`src/rtl/mux_bus_pkg.sv`:
```
package mux_bus_pkg;

  typedef enum logic [3:0] {
    ST_IDLE,
    ST_ADDR,
    ST_LATCH,
    ST_DATA,
    ST_STROBE,
    ST_END,
    ST_CLR_SET,
    ST_CLR_FALL,
    ST_OFF
  } mb_state_e;

  // Cycles from the accepting edge until done has been shown once.
  function automatic int unsigned access_len(input logic is_wr, input int unsigned strobe);
    return 3 + strobe + (is_wr ? 1 : 0);
  endfunction

  function automatic logic in_access(input mb_state_e s);
    return (s == ST_ADDR) || (s == ST_LATCH) || (s == ST_DATA) ||
           (s == ST_STROBE) || (s == ST_END);
  endfunction

endpackage

```
`src/rtl/mb_strobe_timer.sv`:
```
module mb_strobe_timer #(
  parameter int unsigned STROBE_CYC = 2
) (
  input  logic clk,
  input  logic rst_n,
  input  logic in_strobe,
  output logic last
);
  localparam int unsigned CW = (STROBE_CYC > 1) ? $clog2(STROBE_CYC) : 1;
  localparam logic [CW-1:0] LOAD = CW'(STROBE_CYC - 1);

  logic [CW-1:0] cnt;

  always_ff @(posedge clk) begin
    if (!rst_n)          cnt <= LOAD;
    else if (!in_strobe) cnt <= LOAD;
    else if (cnt != '0)  cnt <= cnt - 1'b1;
  end

  assign last = in_strobe && (cnt == '0);

  // a strobe phase that has not reached its count continues
  p_strobe_held_r5: assert property (@(posedge clk) disable iff (!rst_n)
    (in_strobe && !last) |=> in_strobe);

endmodule

```
`src/rtl/mb_sequencer.sv`:
```
module mb_sequencer
  import mux_bus_pkg::*;
(
  input  logic      clk,
  input  logic      rst_n,
  input  logic      dis_i,
  input  logic      req_fire,
  input  logic      wr_q,
  input  logic      strobe_last,
  output mb_state_e state,
  output logic      ready
);
  mb_state_e nxt;

  always_comb begin
    nxt = state;
    unique case (state)
      ST_IDLE:     if (dis_i) nxt = ST_CLR_SET;
                   else if (req_fire) nxt = ST_ADDR;
      ST_ADDR:     nxt = ST_LATCH;
      ST_LATCH:    nxt = wr_q ? ST_DATA : ST_STROBE;
      ST_DATA:     nxt = ST_STROBE;
      ST_STROBE:   if (strobe_last) nxt = ST_END;
      ST_END:      nxt = ST_IDLE;
      ST_CLR_SET:  nxt = ST_CLR_FALL;
      ST_CLR_FALL: nxt = ST_OFF;
      ST_OFF:      if (!dis_i) nxt = ST_IDLE;
      default:     nxt = ST_IDLE;
    endcase
  end

  always_ff @(posedge clk) begin
    if (!rst_n) state <= ST_IDLE;
    else        state <= nxt;
  end

  assign ready = (state == ST_IDLE) && !dis_i;

  // the parked state is held while disable stays high
  p_off_hold_r9: assert property (@(posedge clk) disable iff (!rst_n)
    (state == ST_OFF && dis_i) |=> (state == ST_OFF));
  // parking begins only from idle, never in the middle of an access
  p_dis_from_idle_r10: assert property (@(posedge clk) disable iff (!rst_n)
    (state == ST_CLR_SET) |-> ($past(state) == ST_IDLE));
  // release of disable returns to idle on the next edge
  p_release_r11: assert property (@(posedge clk) disable iff (!rst_n)
    (state == ST_OFF && !dis_i) |=> (state == ST_IDLE));

endmodule

```
`src/rtl/mb_pin_decode.sv`:
```
module mb_pin_decode
  import mux_bus_pkg::*;
#(
  parameter int unsigned ADDR_W = 16,
  parameter int unsigned DATA_W = 8
) (
  input  mb_state_e          state,
  input  logic               wr_q,
  input  logic [ADDR_W-1:0]  addr_q,
  input  logic [DATA_W-1:0]  wdata_q,
  output logic [DATA_W-1:0]  ad_o,
  output logic               ad_oe,
  output logic [ADDR_W-DATA_W-1:0] addr_hi_o,
  output logic               ale_o,
  output logic               wr_n_o,
  output logic               rd_n_o,
  output logic               done
);
  logic data_phase;

  assign data_phase = wr_q && ((state == ST_DATA) || (state == ST_STROBE) || (state == ST_END));

  always_comb begin
    if (data_phase)            ad_o = wdata_q;
    else if (in_access(state)) ad_o = addr_q[DATA_W-1:0];
    else                       ad_o = '0;
  end

  assign addr_hi_o = in_access(state) ? addr_q[ADDR_W-1:DATA_W] : '0;
  assign ale_o     = !((state == ST_LATCH) || (state == ST_DATA) || (state == ST_STROBE) ||
                       (state == ST_END) || (state == ST_CLR_FALL));
  assign wr_n_o    = !((state == ST_STROBE) && wr_q);
  assign rd_n_o    = !((state == ST_STROBE) && !wr_q);
  assign ad_oe     = !(!wr_q && ((state == ST_STROBE) || (state == ST_END)));
  assign done      = (state == ST_END);

endmodule

```
`src/rtl/mux_bus_master.sv`:
```
module mux_bus_master
  import mux_bus_pkg::*;
#(
  parameter int unsigned ADDR_W     = 16,
  parameter int unsigned DATA_W     = 8,
  parameter int unsigned STROBE_CYC = 2
) (
  input  logic              clk,
  input  logic              rst_n,
  input  logic              dis_i,
  input  logic              req_valid,
  output logic              req_ready,
  input  logic [ADDR_W-1:0] req_addr,
  input  logic [DATA_W-1:0] req_wdata,
  input  logic              req_write,
  output logic              rsp_done,
  output logic [DATA_W-1:0] rsp_rdata,
  output logic [DATA_W-1:0] ad_o,
  output logic              ad_oe,
  input  logic [DATA_W-1:0] ad_i,
  output logic [ADDR_W-DATA_W-1:0] addr_hi_o,
  output logic              ale_o,
  output logic              wr_n_o,
  output logic              rd_n_o
);
  localparam int unsigned HI_W = ADDR_W - DATA_W;

  mb_state_e         state;
  logic              req_fire;
  logic              strobe_last;
  logic              in_strobe;
  logic              rd_sample;
  logic              wr_q;
  logic [ADDR_W-1:0] addr_q;
  logic [DATA_W-1:0] wdata_q;

  assign req_fire  = req_valid && req_ready;
  assign in_strobe = (state == ST_STROBE);
  assign rd_sample = strobe_last && !wr_q;

  always_ff @(posedge clk) begin
    if (!rst_n) begin
      wr_q    <= 1'b0;
      addr_q  <= '0;
      wdata_q <= '0;
    end else if (req_fire) begin
      wr_q    <= req_write;
      addr_q  <= req_addr;
      wdata_q <= req_wdata;
    end
  end

  always_ff @(posedge clk) begin
    if (!rst_n)         rsp_rdata <= '0;
    else if (rd_sample) rsp_rdata <= ad_i;
  end

  mb_strobe_timer #(.STROBE_CYC(STROBE_CYC)) u_timer (
    .clk(clk), .rst_n(rst_n), .in_strobe(in_strobe), .last(strobe_last)
  );

  mb_sequencer u_seq (
    .clk(clk), .rst_n(rst_n), .dis_i(dis_i), .req_fire(req_fire), .wr_q(wr_q),
    .strobe_last(strobe_last), .state(state), .ready(req_ready)
  );

  mb_pin_decode #(.ADDR_W(ADDR_W), .DATA_W(DATA_W)) u_pins (
    .state(state), .wr_q(wr_q), .addr_q(addr_q), .wdata_q(wdata_q),
    .ad_o(ad_o), .ad_oe(ad_oe), .addr_hi_o(addr_hi_o), .ale_o(ale_o),
    .wr_n_o(wr_n_o), .rd_n_o(rd_n_o), .done(rsp_done)
  );

  // strobes are mutually exclusive
  p_strobes_exclusive_r8: assert property (@(posedge clk) disable iff (!rst_n)
    !(!wr_n_o && !rd_n_o));
  // no drive on the shared lines while the memory may drive them
  p_no_contention_r8: assert property (@(posedge clk) disable iff (!rst_n)
    !rd_n_o |-> !ad_oe);
  // output enable still off in the cycle after the read strobe rises
  p_rd_release_r5: assert property (@(posedge clk) disable iff (!rst_n)
    $rose(rd_n_o) |-> !ad_oe);
  // the write strobe falls only behind a latched address
  p_wr_after_latch_r4: assert property (@(posedge clk) disable iff (!rst_n)
    $fell(wr_n_o) |-> (!ale_o && $past(!ale_o)));
  // latch enable returns high only with both strobes inactive
  p_ale_rise_idle_r3: assert property (@(posedge clk) disable iff (!rst_n)
    $rose(ale_o) |-> (wr_n_o && rd_n_o));
  // done is a single-cycle pulse
  p_done_pulse_r6: assert property (@(posedge clk) disable iff (!rst_n)
    rsp_done |=> !rsp_done);
  // ready drops after acceptance
  p_busy_after_accept_r7: assert property (@(posedge clk) disable iff (!rst_n)
    req_fire |=> !req_ready);
  // the high address is stable through the whole access
  p_hi_stable_r2: assert property (@(posedge clk) disable iff (!rst_n)
    (!ale_o && !rsp_done && !$rose(ale_o)) |=> $stable(addr_hi_o));

  initial begin
    if (HI_W < 1 || STROBE_CYC < 1)
      $display("mux_bus_master: parameter out of range");
  end

endmodule

```
`config.mk`:
```
export PLATFORM = sky130hd
export DESIGN_NAME = mux_bus_master
export DESIGN_NICKNAME = d
export VERILOG_FILES = /design/src/rtl/mux_bus_pkg.sv /design/src/rtl/mb_strobe_timer.sv /design/src/rtl/mb_sequencer.sv /design/src/rtl/mb_pin_decode.sv /design/src/rtl/mux_bus_master.sv
export SDC_FILE = /design/constraint.sdc
export NUM_CORES = 1
export LEC_CHECK = 0
export ABC_AREA = 1
export BUFFER_PORTS_ARGS = -buffer_cell sky130_fd_sc_hd__buf_2
export CORE_ASPECT_RATIO = 0.7
export CORE_UTILIZATION = 44
export CTS_CLUSTER_SIZE = 12
export DETAILED_ROUTE_END_ITERATION = 6
export GPL_TIMING_DRIVEN = 0
export PLACE_DENSITY = 0.75
export SLEW_MARGIN = 10
export SYNTH_ARGS = -nofsm -noshare
export SYNTH_HDL_FRONTEND = slang
export SYNTH_SLANG_ARGS = --single-unit
```
`constraint.sdc`:
```
create_clock -name clk -period 1.5 [get_ports clk]
set_clock_uncertainty 0.2 [all_clocks]
set_input_delay 0.15 -clock clk [delete_from_list [all_inputs] [get_ports clk]]
set_output_delay 0.15 -clock clk [all_outputs]
set_load 0.01 [all_outputs]
```
### Yosys cells after proc, flatten, opt, wreduce, memory -nomap -nowiden

Cells that the tools add are included.

* mux-type cells: 10
* reduce and logical (&&, ||, !) cells: 28
* equality and inequality tests: 11
* bitwise logic cells: 1
* add/subtract/negate cells: 1

Operator list (count)
* 4-bit one-hot mux with 8 select lines: 1
* 8-bit two-way mux: 3
* 4-bit by 3-bit == test with 1-bit output (second input constant): 4
* 4-bit two-way mux: 4
* 1-bit logical OR: 11
* 4-bit by 2-bit == test with 1-bit output (second input constant): 2
* 1-bit logical AND: 8
* 1-bit zero test: 6
* 4-bit by 1-bit == test with 1-bit output (second input constant): 1
* 4-bit == test (second input constant): 1
* 4-bit zero test: 1
* 2-bit inequality test (second input constant): 2
* 3-bit two-way mux: 1
* 3-bit inequality test (second input constant): 1
* 3-bit AND reduction: 1
* 2-bit AND reduction: 1
* 1-bit two-way mux: 1
* 1-bit NOT: 1
* 1-bit subtractor (second input constant): 1

* input bits: 37
* register bits: 38
* word-level logic and storage cells: 57

### Longest topological paths before layout

* word-level depth: 7
* mapped depth: 9

### Modules after synthesis

From an unflattened synthesis, not the netlist that was laid out.

* cells, all modules: 292
* area, all modules: 1966.9 µm²

By module, submodules not included
* mux_bus_master: instances 1, area each 1320.0 µm², cells each 164
* mb_pin_decode: instances 1, area each 354.1 µm², cells each 82
* mb_sequencer: instances 1, area each 259.0 µm², cells each 42
* mb_strobe_timer: instances 1, area each 33.8 µm², cells each 4

### Worst setup path before layout

No wires, ideal clock.

* path type: reg-to-output
* start point: reg u_seq.state[1]
* end point: out addr_hi_o[0]
* cell stages (with the launch flop): 8
* required time: 1.150 ns
* data arrival time: 1.159 ns
* path buffers: 1
* path slack: -0.009 ns
* cell sequence: dfxtp_1 buf_6 clkinv_1 nand2_1 nand2_1 nand2_2 inv_1 nor2_1

* word-level cells in the longest chain between the ends: 6
* elaborated cells on any way between the ends: 10
* classes of those cells: eq/ne (5); mux (1); reduce/logical (4)

RTL lines
* from (decl): RTL line mb_sequencer.sv:10 `output mb_state_e state,`
* from (signal assigned): RTL line mb_sequencer.sv:34 `else state <= nxt;`
* 4-bit by 1-bit == test with 1-bit output / 4-bit by 2-bit == test with 1-bit output (equally long branches): RTL line mux_bus_pkg.sv:21 `return (s == ST_ADDR) || (s == ST_LATCH) || (s == ST_DATA) ||`
* 1-bit logical OR (3 in series): RTL line mux_bus_pkg.sv:21
* 1-bit logical OR (*): RTL line mux_bus_pkg.sv:22 `(s == ST_STROBE) || (s == ST_END);`
* 8-bit two-way mux (*): RTL line mb_pin_decode.sv:29 `assign addr_hi_o = in_access(state) ? addr_q[ADDR_W-1:DATA_W] : '0;`
* to (decl): RTL line mux_bus_master.sv:21 `output logic [ADDR_W-DATA_W-1:0] addr_hi_o,`

Every way passes the cells marked *; elsewhere a longest branch is shown, timed or not.

### Worst setup path in the final report

* start point: reg u_seq.state[3]
* end point: out addr_hi_o[5]

Same word-level chain as after synthesis.

==> results.json <==
{
  "status": "finished with violations",
  "violations": "setup timing",
  "ctsRootBufferMaster": "clkbuf_8",
  "slew_headroom_pct": 51.6,
  "synth_enable_flop_cells": 0,
  "start_kind": "flop",
  "cts_tree": "yes",
  "synth_mux_area_share_pct": 0,
  "timing.final.hold_violations": 0,
  "clk_latency_ps": 300,
  "fin_crit_sh_pct": 132,
  "synth_compound_area_share_pct": 8.14,
  "powerDensity_mw_per_mm2": 1270,
  "hold_path.class": "in -> reg",
  "final_max_slew_viol_count": 0,
  "synth_area_leaders": "dfxtp_1, nand2_1, nand3_1",
  "io_pins": 67,
  "rsz0062_at_grt": "yes",
  "area.sequential_um2": 774,
  "ys_types": 23,
  "yosysTopAreaCell": "dfxtp_1",
  "fin_ws_ps": -477,
  "antenna_left": 0,
  "worstSetupPathType": "reg -> out",
  "yosysWarnings": 0,
  "min_period_ps": 1980,
  "max-clock-path-buffers": 2,
  "syn2layout_area_growth_pct": 79.2,
  "finalSetupTns_ps": -18120,
  "drt-initial-drc-count": 387,
  "io_buffers": 64,
  "totalWireLength_mm": 8.13,
  "dieArea_mm2": 0.00450,
  "synthSimpleGateAreaFrac_pct": 39.3,
  "setup_viol": 59,
  "wl_per_cell_um": 18.1,
  "layout.cells.non_filler": 449,
  "synth_flop_cell": "dfxtp_1",
  "crit_required_ps": 1150,
  "dpl.cell_count": 378,
  "grt_max_degree": 11,
  "clk_pin_slew_ps": 80,
  "worst_slew_pin_slew_ps": 726,
  "netlist_top_cells_count": "nand2_1, nand3_1, dfxtp_1, nor2_1, a21oi_1",
  "grt_overflow_total": 0,
  "r2r_cells": 9,
  "rows": 19,
  "max_clock_freq_ghz": 0.506,
  "regToRegSetupSlack_ps": -350,
  "p_leak_nw": 1.50,
  "fillerInstances": 214,
  "remaining_drc_errors": 0,
  "dieHeight_um": 56.4,
  "r2r-end": "wdata_q[0]",
  "r2r_start": "u_seq.state[3]",
  "crit_start": "u_seq.state[3]",
  "core_area_mm2": 0.00399,
  "syn-instance-count": 262,
  "grt_pass1_wl_mm": 11.4,
  "fin_area_mm2": 0.00333,
  "peakVddDrop_mv": 0.857,
  "first_pass_iters": 6,
  "htreeDepth": 2,
  "whs_path_depth": 3,
  "n_antenna_cell": 0,
  "path_max_fanout": 8,
  "synthArstFlopShare_pct": 0,
  "start_util_pct": 46.6,
  "synth_top_family_by_area": "simple AND/OR/NAND/NOR gates",
  "synth_seq_area_share_pct": 40.9,
  "synth.cell_area_mm2": 0.00186,
  "synth-seq-cells": 38,
  "arrival_ps": 1630,
  "final_nets": 435,
  "yosys.area.top_type_share_pct": 40.9,
  "dp_hpwl_mm": 3.34,
  "grt_pass1_vias": 2375,
  "layout-drive-gt1-share_pct": 51.4,
  "viasPerCell": 5.69,
  "grt_util_all_layers_pct": 34.3,
  "crit_path_end": "addr_hi_o[5]",
  "antenna_found_initial": 0,
  "multiInputGateArea_mm2": 0.00119,
  "numCtsBuffers": 5,
  "end_kind": "primary output",
  "synth_xor_area_share_pct": 0,
  "yosysMostFrequentCell": "nand2_1",
  "syn_area_per_cell_um2": 7.10,
  "syn_nets": 299,
  "place_area_mm2": 0.00225,
  "synth-adder-area-share_pct": 0,
  "place_congestion": 0.818,
  "die_w_um": 79.7,
  "vias": 2555,
  "numClockSinks": 38,
  "maxCapViolations": 0
}
-- critical path: stages (launching register included) --
cell and delay (ps):
dfxtp_4 380, nor2_4 200, nand2_4 70, nand2_4 100, clkinvlp_4 210, nor2_2 200, buf_2 160
-- cell type report --
type	instances	area share, %
Timing Repair Buffer	128	29.3
Inverter	26	3.64
Buffer	13	3.79
Tap cell	52	1.95
Clock buffer	6	2.48
Multi-Input combinational cell	186	35.6
Sequential cell	38	23.2
-- cells in the final DEF (no fill, tap or decap), drive strengths merged --
master,count
nand4,1
nand2,76
nand3b,1
clkbuf,9
nor3,2
dlygate4sd3,34
buf,104
o211ai,1
a31oi,1
dfxtp,38
a21oi,26
nand3,43
inv,25
a22oi,1
nor2,34
clkinvlp,1
-- kinds of logic after synthesis --
group                  Yosys count
buffers and inverters           39
AND/OR/NAND/NOR                156
AO/OA/AOI/OAI                   29
flip-flops                      38
-- sequential cells by signal, summed over array words and instances (netlist names) --
name	flops
rsp_rdata	8
u_timer.cnt	1
wr_q	1
u_seq.state	4
wdata_q	8
addr_q	16
-- metal layers --
layer  part of all wire [%]  vias up  GRT usage [%]
met5                      0        -              0
met4                    7.3        0           21.3
met3                     11       63           9.59
met2                     46      225           53.5
met1                     36     1160           41.7
li1                       -     1107              -
-- per-stage QoR --
stage / power (mW) / util [%] / worst slack (ps) / hold slack (ps)
final: 4.22 / 83.5 / -477 / 71.1
after floorplan: 2.07 / - / -8.71 / 84.9
after detailed placement: 2.38 / 56.2 / -272 / 179
after global routing: 4.40 / 83.5 / -570 / 83.4
after global placement: 2.36 / 56.2 / -255 / 171
after CTS: 3.80 / 79.5 / -319 / 65.8
-- where the power goes --
group / switching, mW / leakage (nW) / total, mW / internal (mW)
Clock: 0.350 / 0.0431 / 0.705 / 0.355
Combinational: 1.23 / 1.14 / 2.24 / 1.01
Sequential: 0.136 / 0.312 / 1.27 / 1.14
Total: 1.72 / 1.50 / 4.22 / 2.50
-- how the worst min path moves through the flow --
stage                     slack (ps)            to  startpoint
after floorplan                   80  rsp_rdata[0]     ad_i[0]
after global placement           170  rsp_rdata[1]     ad_i[1]
after detailed placement         180  rsp_rdata[2]     ad_i[2]
after CTS                         70    wdata_q[2]   req_valid
after global routing              80    wdata_q[3]   req_valid
final                             70    wdata_q[2]   req_valid
-- what timing repair did --
item | in CTS | in global routing
buffers inserted | 22 | 5
setup endpoints to repair | 50 | 57
resized for setup | 88 | 37
pin swaps | 17 | 23
hold buffers | 34 | 0
gates cloned | 4 | 0
hold endpoints to repair | 34 | 0
(Power assumes the default switching activity.)
